**src/rtl/hdr_rd_pkg.sv**
```systemverilog
package hdr_rd_pkg;
   typedef enum logic [2:0] {
      ST_IDLE,
      ST_ARMED,
      ST_PRE,
      ST_SYNC,
      ST_HDR,
      ST_GAP
   } rd_state_e;

   function automatic int max3(input int a, input int b, input int c);
      int m;
      m = (a > b) ? a : b;
      return (m > c) ? m : c;
   endfunction
endpackage

```
**src/rtl/hdr_rd_lvl_dec.sv**
```systemverilog
module hdr_rd_lvl_dec (
   input  logic clk,
   input  logic rst,
   input  logic start,
   input  logic dclk_en,
   input  logic line_in,
   output logic bit_vld,
   output logic bit_val,
   output logic code_err
);
   logic phase_q;
   logic clkwin_q;
   logic prev_q;
   logic want_clk;

   always_ff @(posedge clk) begin
      if (rst || start) begin
         phase_q  <= 1'b0;
         clkwin_q <= 1'b0;
         prev_q   <= 1'b0;
      end else if (dclk_en) begin
         phase_q <= ~phase_q;
         if (!phase_q) clkwin_q <= line_in;
         else          prev_q   <= line_in;
      end
   end

   always_comb begin
      want_clk = ~prev_q & ~line_in;
      bit_vld  = dclk_en & phase_q;
      bit_val  = line_in;
      code_err = bit_vld & (clkwin_q != want_clk);
   end
endmodule

```
**src/rtl/hdr_rd_ctl_div.sv**
```systemverilog
module hdr_rd_ctl_div #(
   parameter int DIV = 4
) (
   input  logic clk,
   input  logic rst,
   input  logic en,
   output logic tick
);
   generate
      if (DIV == 1) begin : g_pass
         assign tick = en;
      end else begin : g_cnt
         localparam int DW = $clog2(DIV);
         logic [DW-1:0] cnt_q;
         always_ff @(posedge clk) begin
            if (rst)                           cnt_q <= '0;
            else if (en && cnt_q == DW'(DIV-1)) cnt_q <= '0;
            else if (en)                       cnt_q <= cnt_q + 1'b1;
         end
         assign tick = en && (cnt_q == DW'(DIV-1));
      end
   endgenerate
endmodule

```
**src/rtl/hdr_rd_fsm.sv**
```systemverilog
module hdr_rd_fsm
   import hdr_rd_pkg::*;
#(
   parameter int PRE_LEN   = 255,
   parameter int GATE_AT   = 128,
   parameter int WORD_W    = 16,
   parameter int NUM_WORDS = 3,
   parameter int GAP_LEN   = 64,
   localparam int HW       = WORD_W * NUM_WORDS,
   localparam int CW       = $clog2(max3(PRE_LEN, HW, GAP_LEN) + 1)
) (
   input  logic          clk,
   input  logic          rst,
   input  logic          sec_pulse,
   input  logic          bit_vld,
   input  logic          bit_val,
   input  logic          code_err,
   output logic          start,
   output logic          rd_gate,
   output logic [HW-1:0] hdr_word,
   output logic          hdr_valid,
   output logic          hdr_err
);
   rd_state_e     state_q;
   logic [CW-1:0] cnt_q;
   logic [CW-1:0] cnt_nx;
   logic [HW-1:0] shift_q;
   logic          bad;

   always_comb begin
      start  = (state_q == ST_ARMED) && !sec_pulse;
      cnt_nx = cnt_q + 1'b1;
      bad    = code_err || (bit_val && (state_q == ST_PRE || state_q == ST_GAP));
   end

   always_ff @(posedge clk) begin
      if (rst) begin
         state_q   <= ST_IDLE;
         cnt_q     <= '0;
         rd_gate   <= 1'b0;
         shift_q   <= '0;
         hdr_word  <= '0;
         hdr_valid <= 1'b0;
         hdr_err   <= 1'b0;
      end else begin
         hdr_valid <= 1'b0;
         hdr_err   <= 1'b0;
         case (state_q)
            ST_IDLE: if (sec_pulse) state_q <= ST_ARMED;
            ST_ARMED: if (start) begin
               state_q <= ST_PRE;
               cnt_q   <= '0;
            end
            default: if (bit_vld) begin
               if (bad) begin
                  hdr_err <= 1'b1;
                  rd_gate <= 1'b0;
                  state_q <= ST_IDLE;
                  cnt_q   <= '0;
               end else begin
                  case (state_q)
                     ST_PRE: begin
                        cnt_q <= cnt_nx;
                        if (cnt_nx == CW'(GATE_AT)) rd_gate <= 1'b1;
                        if (cnt_nx == CW'(PRE_LEN)) begin
                           state_q <= ST_SYNC;
                           cnt_q   <= '0;
                        end
                     end
                     ST_SYNC: if (bit_val) state_q <= ST_HDR;
                     ST_HDR: begin
                        shift_q <= {shift_q[HW-2:0], bit_val};
                        cnt_q   <= cnt_nx;
                        if (cnt_nx == CW'(HW)) begin
                           state_q <= ST_GAP;
                           cnt_q   <= '0;
                        end
                     end
                     ST_GAP: begin
                        cnt_q <= cnt_nx;
                        if (cnt_nx == CW'(GAP_LEN)) begin
                           hdr_valid <= 1'b1;
                           hdr_word  <= shift_q;
                           rd_gate   <= 1'b0;
                           state_q   <= ST_IDLE;
                           cnt_q     <= '0;
                        end
                     end
                     default: state_q <= ST_IDLE;
                  endcase
               end
            end
         endcase
      end
   end
endmodule

```
**src/rtl/hdr_rd_seq.sv**
```systemverilog
module hdr_rd_seq #(
   parameter int PRE_LEN   = 255,
   parameter int GATE_AT   = 128,
   parameter int WORD_W    = 16,
   parameter int NUM_WORDS = 3,
   parameter int GAP_LEN   = 64,
   parameter int CTL_DIV   = 4,
   localparam int HW       = WORD_W * NUM_WORDS
) (
   input  logic          clk,
   input  logic          rst,
   input  logic          dclk_en,
   input  logic          line_in,
   input  logic          sec_pulse,
   output logic          ctl_tick,
   output logic          rd_gate,
   output logic [HW-1:0] hdr_word,
   output logic          hdr_valid,
   output logic          hdr_err
);
   generate
      if (GATE_AT < 1 || GATE_AT > PRE_LEN) begin : g_bad_gate
         $error("hdr_rd_seq: GATE_AT must lie in 1..PRE_LEN");
      end
      if (HW < 2 || GAP_LEN < 1 || CTL_DIV < 1) begin : g_bad_size
         $error("hdr_rd_seq: header, gap or divider size out of range");
      end
   endgenerate

   logic start;
   logic bit_vld;
   logic bit_val;
   logic code_err;

   hdr_rd_ctl_div #(.DIV(CTL_DIV)) div_i (
      .clk(clk), .rst(rst), .en(dclk_en), .tick(ctl_tick)
   );

   hdr_rd_lvl_dec dec_i (
      .clk(clk), .rst(rst), .start(start), .dclk_en(dclk_en),
      .line_in(line_in), .bit_vld(bit_vld), .bit_val(bit_val),
      .code_err(code_err)
   );

   hdr_rd_fsm #(
      .PRE_LEN(PRE_LEN), .GATE_AT(GATE_AT), .WORD_W(WORD_W),
      .NUM_WORDS(NUM_WORDS), .GAP_LEN(GAP_LEN)
   ) fsm_i (
      .clk(clk), .rst(rst), .sec_pulse(sec_pulse), .bit_vld(bit_vld),
      .bit_val(bit_val), .code_err(code_err), .start(start),
      .rd_gate(rd_gate), .hdr_word(hdr_word), .hdr_valid(hdr_valid),
      .hdr_err(hdr_err)
   );
endmodule

```
**config.mk**
```make
export PLATFORM = sky130hd
export DESIGN_NAME = hdr_rd_seq
export DESIGN_NICKNAME = d
export VERILOG_FILES = /design/src/rtl/hdr_rd_pkg.sv /design/src/rtl/hdr_rd_lvl_dec.sv /design/src/rtl/hdr_rd_ctl_div.sv /design/src/rtl/hdr_rd_fsm.sv /design/src/rtl/hdr_rd_seq.sv
export SDC_FILE = /design/constraint.sdc
export NUM_CORES = 1
export LEC_CHECK = 0
export BUFFER_PORTS_ARGS = -buffer_cell sky130_fd_sc_hd__clkbuf_2
export CAP_MARGIN = 0
export CORE_AREA = 2 2 121 123
export DETAILED_ROUTE_END_ITERATION = 8
export DIE_AREA = 0 0 123 125
export GPL_TIMING_DRIVEN = 1
export PLACE_DENSITY = 0.51
export SYNTH_ARGS = -nofsm -noshare
export SYNTH_HDL_FRONTEND = slang
export SYNTH_SLANG_ARGS = --single-unit
```
**constraint.sdc**
```tcl
create_clock -name clk -period 3.15 [get_ports clk]
set_clock_uncertainty 0.2 [all_clocks]
set_input_delay 0.1575 -clock clk [delete_from_list [all_inputs] [get_ports clk]]
set_output_delay 0.1575 -clock clk [all_outputs]
set_load 0.005 [all_outputs]
```
### After elaboration in Yosys (flattened, before gate mapping)

Cells that the tools add are included.

| operators by class | value |
|---|---|
| multiplexer cells | 24 |
| bitwise logic cells | 11 |
| equality and inequality tests | 19 |
| $add $sub $neg | 2 |
| reductions and logical operators | 23 |

Operators by type and width:

| operator | count |
|---|---|
| 2-to-1 mux 8 bit | 6 |
| 2-to-1 mux 3 bit | 8 |
| one-hot mux 8 bit (3 select lines) | 1 |
| == test 8 bit (second input constant) | 2 |
| one-hot mux 8 bit (2 select lines) | 1 |
| one-hot mux 3 bit (4 select lines) | 1 |
| inequality test 5 x 3 -> 1 bit (second input constant) | 2 |
| AND reduction 5 bit | 2 |
| adder 8 x 1 -> 8 bit (second input constant) | 1 |
| == test 8 x 6 -> 1 bit (second input constant) | 1 |
| == test 8 x 7 -> 1 bit (second input constant) | 1 |
| NOT 1 bit | 8 |
| AND reduction 4 bit | 2 |
| AND reduction 7 bit | 1 |
| == test 3 x 2 -> 1 bit (second input constant) | 2 |
| == test 3 bit (second input constant) | 2 |
| inequality test 3 x 2 -> 1 bit (second input constant) | 2 |
| one-hot mux 3 bit (2 select lines) | 1 |
| nonzero test 3 bit | 2 |
| OR reduction 6 bit | 1 |
| 2-to-1 mux 1 bit | 5 |
| inequality test 5 x 1 -> 1 bit (second input constant) | 1 |
| inequality test 5 x 2 -> 1 bit (second input constant) | 1 |
| nonzero test 5 bit | 1 |
| other kinds (15) | 24 |

| word-level totals | value |
|---|---|
| bits in registers | 115 |
| input bits | 5 |
| logic and storage cells | 90 |
| output and inout port bits | 52 |

### Longest topological paths before layout

Gate-level depths: netlist of the first run.

| logic depth | value |
|---|---|
| depth after elaboration | 8 |
| mapped depth | 9 |
| depth with buffers taken out | 7 |

### Modules after synthesis

A second synthesis of the first run with hierarchy kept.

| unflattened totals | value |
|---|---|
| cells, all modules | 610 |
| area total of the unflattened synthesis | 4712.0 um^2 |

Modules (own cells, without submodules):

| module | instances | cells an instance | area each (um^2) | sequential area each (um^2) |
|---|---|---|---|---|
| hdr_rd_fsm | 1 | 584 | 4473.0 | 2202.1 |
| hdr_rd_lvl_dec | 1 | 16 | 141.4 | 60.1 |
| hdr_rd_ctl_div | 1 | 10 | 97.6 | 40.0 |

### Worst setup path before layout of the first run

Ideal clock, no wire load.

| path | value |
|---|---|
| path type | register -> register |
| start | register fsm_i.cnt_q[1] |
| end | register fsm_i.state_q[1] |
| period minus slack after synthesis | 2631 ps |
| required time | 2849 ps |
| arrival time | 2330 ps |
| buffers on the path | 1 |
| library setup time | 101 ps |
| cell stages (with the launch flop) | 8 |
| setup slack | 519 ps |
| path through | dfxtp_1 buf_4 nand3_4 or4_4 a222oi_1 o221ai_1 or3_4 o41ai_1 |

| between the ends | value |
|---|---|
| longest elaborated chain between the ends | 4 |
| elaborated cells between the ends (all ways) | 8 |
| those cells by class | 1 x add/sub; 6 x eq/ne; 1 x reduce/logical |

RTL lines:

| what | line | source |
|---|---|---|
| from (decl) | hdr_rd_fsm.sv:25 | `logic [CW-1:0] cnt_q;` |
| from (signal assigned) | hdr_rd_fsm.sv:63 | `cnt_q <= cnt_nx;` |
| from (signal assigned) | hdr_rd_fsm.sv:73 | `cnt_q <= cnt_nx;` |
| from (signal assigned) | hdr_rd_fsm.sv:80 | `cnt_q <= cnt_nx;` |
| adder 8 x 1 -> 8 bit * | hdr_rd_fsm.sv:32 | `cnt_nx = cnt_q + 1'b1;` |
| == test 8 bit, or another cell as far along | hdr_rd_fsm.sv:65 | `if (cnt_nx == CW'(PRE_LEN)) begin` |
| inequality test 5 x 3 -> 1 bit (no source line) or inequality test 5 x 1 -> 1 bit (tied branches) | - |  |
| AND reduction 7 bit (no source line) * | - |  |
| to (signal assigned) | hdr_rd_fsm.sv:38 | `state_q <= ST_IDLE;` |
| to (signal assigned) | hdr_rd_fsm.sv:66 | `state_q <= ST_SYNC;` |
| to (signal assigned) | hdr_rd_fsm.sv:70 | `ST_SYNC: if (bit_val) state_q <= ST_HDR;` |
| to (decl) | hdr_rd_fsm.sv:24 | `rd_state_e state_q;` |

Every way passes the cells marked *; elsewhere a longest branch is shown, timed or not.
A chain may end at the register's enable or synchronous reset.

### Final worst setup path of the first run

Ends and elaborated chain as after synthesis.

==> results of run 1 <==
## final timing paths
check / start / to / slack [ns]
worst max register to register: fsm_i.cnt_q[1]$_SDFFE_PP0P_ / fsm_i.state_q[1]$_SDFFE_PP0P_ / 0.19
worst min register to register: fsm_i.shift_q[7]$_SDFFE_PP0P_ / fsm_i.shift_q[8]$_SDFFE_PP0P_ / 0.26
worst min-delay path: sec_pulse / dec_i.clkwin_q$_SDFFE_PP0P_ / 0.04
worst max-delay path: fsm_i.cnt_q[1]$_SDFFE_PP0P_ / fsm_i.state_q[1]$_SDFFE_PP0P_ / 0.19
## layout by cell type (no fill, tap or decap), drive strengths merged, types with 4 or more instances in the layout
| master | n |
|---|---|
| clkinv | 5 |
| nand4 | 4 |
| buf | 17 |
| and2 | 5 |
| nor2b | 4 |
| mux2i | 51 |
| inv | 5 |
| nand2b | 5 |
| nand3 | 10 |
| ha | 4 |
| o21ai | 12 |
| nand2 | 118 |
| nor2 | 65 |
| dfxtp | 115 |
| a21oi | 67 |
| clkbuf | 76 |
| nor3 | 4 |
| bufinv | 4 |
## sequential cells by signal, indices dropped and copies added, names as in the netlist
| register | cells |
|---|---|
| fsm_i.cnt_q | 8 |
| fsm_i.hdr_err | 1 |
| dec_i.prev_q | 1 |
| fsm_i.rd_gate | 1 |
| fsm_i.state_q | 3 |
| dec_i.clkwin_q | 1 |
| fsm_i.hdr_word | 48 |
| fsm_i.shift_q | 48 |
| dec_i.phase_q | 1 |
| fsm_i.hdr_valid | 1 |
| div_i.g_cnt.cnt_q | 2 |
## metrics by stage
stage | power [mW] | instances
CTS | 3.772 | 814
global placement | 1.740 | 780
finish | 3.719 | 814
global route | 3.871 | 814
detailed placement | 1.744 | 780
floorplan | 1.695 | 565
## routing by layer
metal	up-vias	share of wire, %	track usage (%)
met1	1894	47	18.73
met4	0	2.1	6.952
met2	62	47	23.98
li1	2042	-	-
met5	-	0	0
met3	15	4.7	5.338
## logic make-up (layout without fill, tap and decap cells)
logic type	after synthesis	count (layout)	share of synthesized area (%)
DFF	115	115	47.84
buffers and inverters	46	111	4.550
xor gates and xnor gates	3	3	0.5461
muxes	51	51	10.61
AOI/OAI and AO/OA	115	115	14.48
and+or+nand+nor	231	231	20.93
adders and majority gates	4	4	1.040
## timing repair
| action | 4_1_cts | 5_1_grt |
|---|---|---|
| hold buffers | 3 | 0 |
| setup endpoints to repair | 0 | 2 |
| gates resized for setup | 0 | 3 |
| hold endpoints to repair | 42 | 0 |
## final cells by class
| class | count | area [um2] | area share (%) |
|---|---|---|---|
| inverters | 5 | 18.77 | 0.3167 |
| flip-flops and latches | 115 | 2303 | 38.87 |
| clock buffers | 21 | 460.4 | 7.770 |
| clock inverters | 10 | 156.4 | 2.639 |
| well taps | 184 | 230.2 | 3.885 |
| multi-input cells | 404 | 2323 | 39.21 |
| repair buffers | 75 | 432.9 | 7.306 |
## power groups by stage
stage                     Clock [mW]  Sequential (mW)  Combinational [mW]
after detailed placement           0             1.54               0.205
after global placement             0             1.54               0.202
after floorplan                    0             1.52               0.180
after CTS                       2.05             1.51               0.208
after global routing            2.13             1.51               0.232
final                           2.00             1.51               0.210
## critical path, stage by stage (launching register included)
cell and delay, ns:
dfxtp_1 0.53, nand3_4 0.14, or4_4 0.54, a222oi_1 0.43, o221ai_1 0.26, or3_4 0.38, o41ai_1 0.35
==> summary.md, run 1 <==
| Metric | Value |
|---|---|
| Post-synthesis sequential area ratio | 47.84% |
| Max frequency | 337.8 MHz |
| Dpl cell area | 5265 um2 |
| Die Y | 125 um |
| Post-route DRC | 0 |
| N_diodes | 0 |
| Synth top area share | 47.84% |
| IO Port Bufs | 56 |
| ANT nets after route | 0 |
| IO Pins | 57 |
| Setup violators final | 0 |
| Clock group share of total power | 53.7% |
| Setup TNS | 0 ns |
| Pint | 2.904 mW |
| Slew headroom | 54.09% |
| Max Slew Vio Count | 0 |
| Final hold slack | 0.03716 ns |
| Total CTS buffers | 17 |
| Area added between synthesis and finish | 23.14% |
| DR iter-0 viols | 171 |
| Reg clk slew, reported paths | 0.05 ns |
| Avg Vias per Cell | 4.930 |
| Synth Flop Type | dfxtp_1 |
| Final Cell Area | 5926 um2 |
| Ys async rst share | 0% |
| #FFs+latches synth | 115 |
| Pwr/cell area | 627.7 nW/um2 |
| Die Area | 15,380 um2 |
| Clk buf depth | 2 |
| Setup bufs post-CTS | 0 |
| Via Count | 4,013 |
| Most common cell in the synthesized netlist | nand2_1 |
| Core Footprint | 14,200 um2 |
| RD Place Congestion | 0.8199 |
| Number of cells on the worst reg-to-reg path | 6 |
| Crit path DAT | 3.04 ns |
| Synth top cells by count | nand2_1 (118), dfxtp_1 (115), a21oi_1 (67) |
| Hold Path Class | primary input to register |
| Finished Core Util | 41.72% |
| Max VDD drop | 0.3365 mV |
| Final nets | 627 |
| Avg Inst Size Synth | 8.517 um2 |
| Worst Tran Pin Value | 0.6886 ns |
| FILL cells | 1,469 |
| WL/cell | 13.68 um |
| Final Hold Violating Endpoints | 0 |
| Detail Placement HPWL | 7.115 mm |
| Reg power frac | 40.6% |
| Initial antenna violation count | 0 |
| Worst setup margin | 0.1896 ns |
| H-tree depth | 4 |
| CTS tree | yes |
| Final worst path period share | 93.98% |
| Pre-CTS WS | 0.1397 ns |
| Synth Net Count | 574 |
| Syn Inst Count | 565 |
| Setup crit end kind | register |
| Post-synth EDFFs | 0 |
| GR Overflow Total | 0 |
| TritonCTS Sinks | 115 |
| Ranking of synthesized cells by area | dfxtp_1 (48%), mux2i_1 (11%), nand2_1 (9.2%) |
| Total GRT Usage | 15.28% |
| NetSw | 0.8151 mW |
| Clock root cell | clkbuf_16 |
| Layout cells sized above 1 | 17.62% |
| Clk_lat worst skew | 0.41 ns |
| Sw Share | 21.92% |
| Max FO, Critical Path | 7 |
| Status | finished clean |
| Pre-Repair DR Iteration Count | 4 |
| Leakage | 2.558 nW |
| Setup CP Type | register to register |
| Number of max-cap violations | 0 |
| Yosys top cell by area | dfxtp_1 |
| First-pass GRT wire length | 18.60 mm |
| Starting Density | 33.88% |
| Critical Path RT | 3.23 ns |
| Synth cell types | 55 |
| Die Wd | 123 um |
| CP Launch Type | register |
| Detailed Route WL | 11.14 mm |
| Netlist Area Pre-Place | 4812 um2 |
| Logic gate share of total power | 5.6% |
| Yosys Warn Count | 0 |
| Worst hold path depth | 5 |
| Largest net degree at the start of global routing | 49 |
| Std-Cell Rows | 44 |
| Fin crit period | 2.960 ns |
| RSZ-0062 raised after global routing | no |
| Vias in the first global route | 3,891 |
(Power assumes the default switching activity.)
==> run 2: changes to the inputs <==
--- a/config.mk
+++ b/config.mk
@@ -8,10 +8,11 @@
 export BUFFER_PORTS_ARGS = -buffer_cell sky130_fd_sc_hd__clkbuf_2
 export CAP_MARGIN = 0
 export CORE_AREA = 2 2 121 123
+export CTS_CLUSTER_SIZE = 12
 export DETAILED_ROUTE_END_ITERATION = 8
 export DIE_AREA = 0 0 123 125
 export GPL_TIMING_DRIVEN = 1
-export PLACE_DENSITY = 0.51
+export PLACE_DENSITY = 0.63
 export SYNTH_ARGS = -nofsm -noshare
 export SYNTH_HDL_FRONTEND = slang
 export SYNTH_SLANG_ARGS = --single-unit
==> constraint.sdc (replaced) <==
create_clock -name clk -period 3.15 [get_ports clk]
set_clock_uncertainty 0.2 [all_clocks]
set_input_delay 0.315 -clock clk [delete_from_list [all_inputs] [get_ports clk]]
set_output_delay 0.315 -clock clk [all_outputs]
set_load 0.005 [all_outputs]
==> run 2 against run 1 <==
Register-to-register slack about the same. Worst setup slack got worse by 0.014 ns. Highest routed layer unchanged. Die area unchanged. Critical path type unchanged. Combinational power about the same. Largest power group unchanged. Critical path depth unchanged. Non-clock buffer count fell by 4.
==> summary.md, run 2 (synthesis results as in run 1) <==
| Metric | Value |
|---|---|
| Fin crit period | 2.974 ns (+0.01357 ns) |
| Worst Tran Pin Value | 0.6521 ns (-0.03648 ns) |
| Pwr/cell area | 592.7 nW/um2 (-5.6%) |
| N_diodes | 0 (unchanged) |
| WL/cell | 13.52 um (-1.2%) |
| Starting Density | 33.88% (unchanged) |
| Number of max-cap violations | 0 (unchanged) |
| Setup TNS | 0 ns (unchanged) |
| Initial antenna violation count | 0 (unchanged) |
| Total GRT Usage | 15.13% (-0.14 points) |
| RD Place Congestion | 0.8769 (+7.0%) |
| CP Launch Type | register |
| Most frequent cells in the layout | nand2_1 (118), dfxtp_1 (114), a21oi_1 (67) |
| Std-Cell Rows | 44 (unchanged) |
| Finished Core Util | 40.79% (-0.92 points) |
| Hold Path Class | primary input to register |
| Detail Placement HPWL | 7.178 mm (+0.89%) |
| Max FO, Critical Path | 11 (+4) |
| Biggest regs | fsm_i.hdr_word: 48 flops, fsm_i.shift_q: 48 flops, fsm_i.cnt_q: 8 flops |
| Setup violators final | 0 (unchanged) |
| DR iter-0 viols | 246 (+44%) |
| Critical Path RT | 3.24 ns (about the same) |
| IO Pins | 57 (unchanged) |
| Max Slew Vio Count | 0 (unchanged) |
| Clk buf depth | 2 (unchanged) |
| Status | finished clean |
| Clk_lat worst skew | 0.41 ns (about the same) |
| GR Overflow Total | 0 (unchanged) |
| Setup CP Type | register to register |
| Die Y | 125 um (unchanged) |
| Slew headroom | 56.53% (+2.4 points) |
| Core Footprint | 14,200 um2 (unchanged) |
| Final worst path period share | 94.41% (+0.43 points) |
| Die Wd | 123 um (unchanged) |
| Setup crit end kind | register |
| Multi-input gate area in the final layout | 2311 um2 (-0.54%) |
| Total CTS buffers | 17 (unchanged) |
| TritonCTS Sinks | 115 (unchanged) |
| IO Port Bufs | 56 (unchanged) |
| CTS hold repair buffers | 0 (-3) |
| H-tree depth | 4 (unchanged) |
| Via Count | 4,029 (+0.40%) |
| Clock root cell | clkbuf_16 |
| Vias in the first global route | 3,741 (-3.9%) |
| Area added between synthesis and finish | 20.41% |
| First-pass GRT wire length | 18.64 mm (+0.26%) |
| Sequential standard cell area | 2303 um2 (unchanged) |
| Avg Vias per Cell | 4.974 (+0.89%) |
| Final Hold Violating Endpoints | 0 (unchanged) |
| Pre-Repair DR Iteration Count | 5 (+1) |
| Largest net degree at the start of global routing | 63 (+29%) |
| Reg clk slew, reported paths | 0.05 ns (about the same) |
| Crit path DAT | 3.07 ns (+0.03 ns) |
| RSZ-0062 raised after global routing | no |
| Layout cells sized above 1 | 16.93% (-0.69 points) |
| ANT nets after route | 0 (unchanged) |
| Most common cell after layout, fill and taps aside | nand2_1 |
| Final hold slack | 0.06725 ns (+0.03009 ns) |
| CTS tree | yes |
| Die Area | 15,380 um2 (unchanged) |
| Detailed Route WL | 10.95 mm (-1.7%) |
| FILL cells | 1,440 (-2.0%) |
| Max frequency | 336.2 MHz (-0.46%) |
| Max VDD drop | 0.4506 mV (+34%) |
| Leakage | 2.504 nW (-2.1%) |
| Final nets | 623 (-0.64%) |
| Post-route DRC | 0 (unchanged) |
-- run 2: layer usage --
| metal | wire, um | track usage (%) | vias to the layer above |
|---|---|---|---|
| met5 | 0 | 0 | - |
| met3 | 480 | 5.018 | 14 |
| met1 | 5118 | 19.78 | 1888 |
| li1 | - | - | 2039 |
| met4 | 123 | 6.083 | 0 |
| met2 | 5226 | 22.94 | 88 |
-- run 2: stage by stage --
step	total power, mW	cell area (um2)	setup WS [ns]	instances
2_1_floorplan	1.695	4812	0.5190	565
3_3_place_gp	1.742	5258	0.1816	779
3_5_place_dp	1.750	5258	0.09648	779
4_1_cts	3.485	5793	0.09267	810
5_1_grt	3.593	5794	0.007467	810
6_report	3.434	5794	0.1760	810
-- run 2: power breakdown --
group | switching (mW) | leakage [nW] | internal, mW | total, mW
clock | 0.613 | 0.263 | 1.10 | 1.71
sequential | 0.0378 | 0.927 | 1.47 | 1.51
combinational | 0.136 | 1.31 | 0.0736 | 0.209
total | 0.786 | 2.50 | 2.65 | 3.43
-- run 2: worst max-delay path, cell delays in order (launching register included) --
cell	delay (ns)
dfxtp_1	0.52
nand3_4	0.14
or4_4	0.54
a222oi_1	0.49
o221ai_1	0.28
or3_4	0.39
o41ai_1	0.31
-- run 2: path summary, 6_finish.rpt --
| kind | depth (start not counted) | endpoint | start | slack (ns) |
|---|---|---|---|---|
| min | 3 | fsm_i.shift_q[0]$_SDFFE_PP0P_ | line_in | 0.07 |
| max | 6 | fsm_i.state_q[2]$_SDFFE_PP0P_ | fsm_i.cnt_q[2]$_SDFFE_PP0P_ | 0.18 |
| min reg2reg | 2 | fsm_i.shift_q[47]$_SDFFE_PP0P_ | fsm_i.shift_q[47]$_SDFFE_PP0P_ | 0.26 |
| max reg2reg | 6 | fsm_i.state_q[2]$_SDFFE_PP0P_ | fsm_i.cnt_q[2]$_SDFFE_PP0P_ | 0.18 |
-- run 2: layout make-up --
cell class | count | area share, %
clock buffers | 27 | 8.853
well taps | 184 | 3.973
multi-input cells | 404 | 39.88
flip-flops and latches | 115 | 39.75
clock inverters | 4 | 0.3887
inverters | 5 | 0.3239
repair buffers | 71 | 6.824
-- run 2: what timing repair did --
| item | 4_1_cts | 5_1_grt |
|---|---|---|
| setup endpoints to repair | 0 | 2 |
| gates resized for setup | 0 | 1 |
| setup buffers | 0 | 0 |
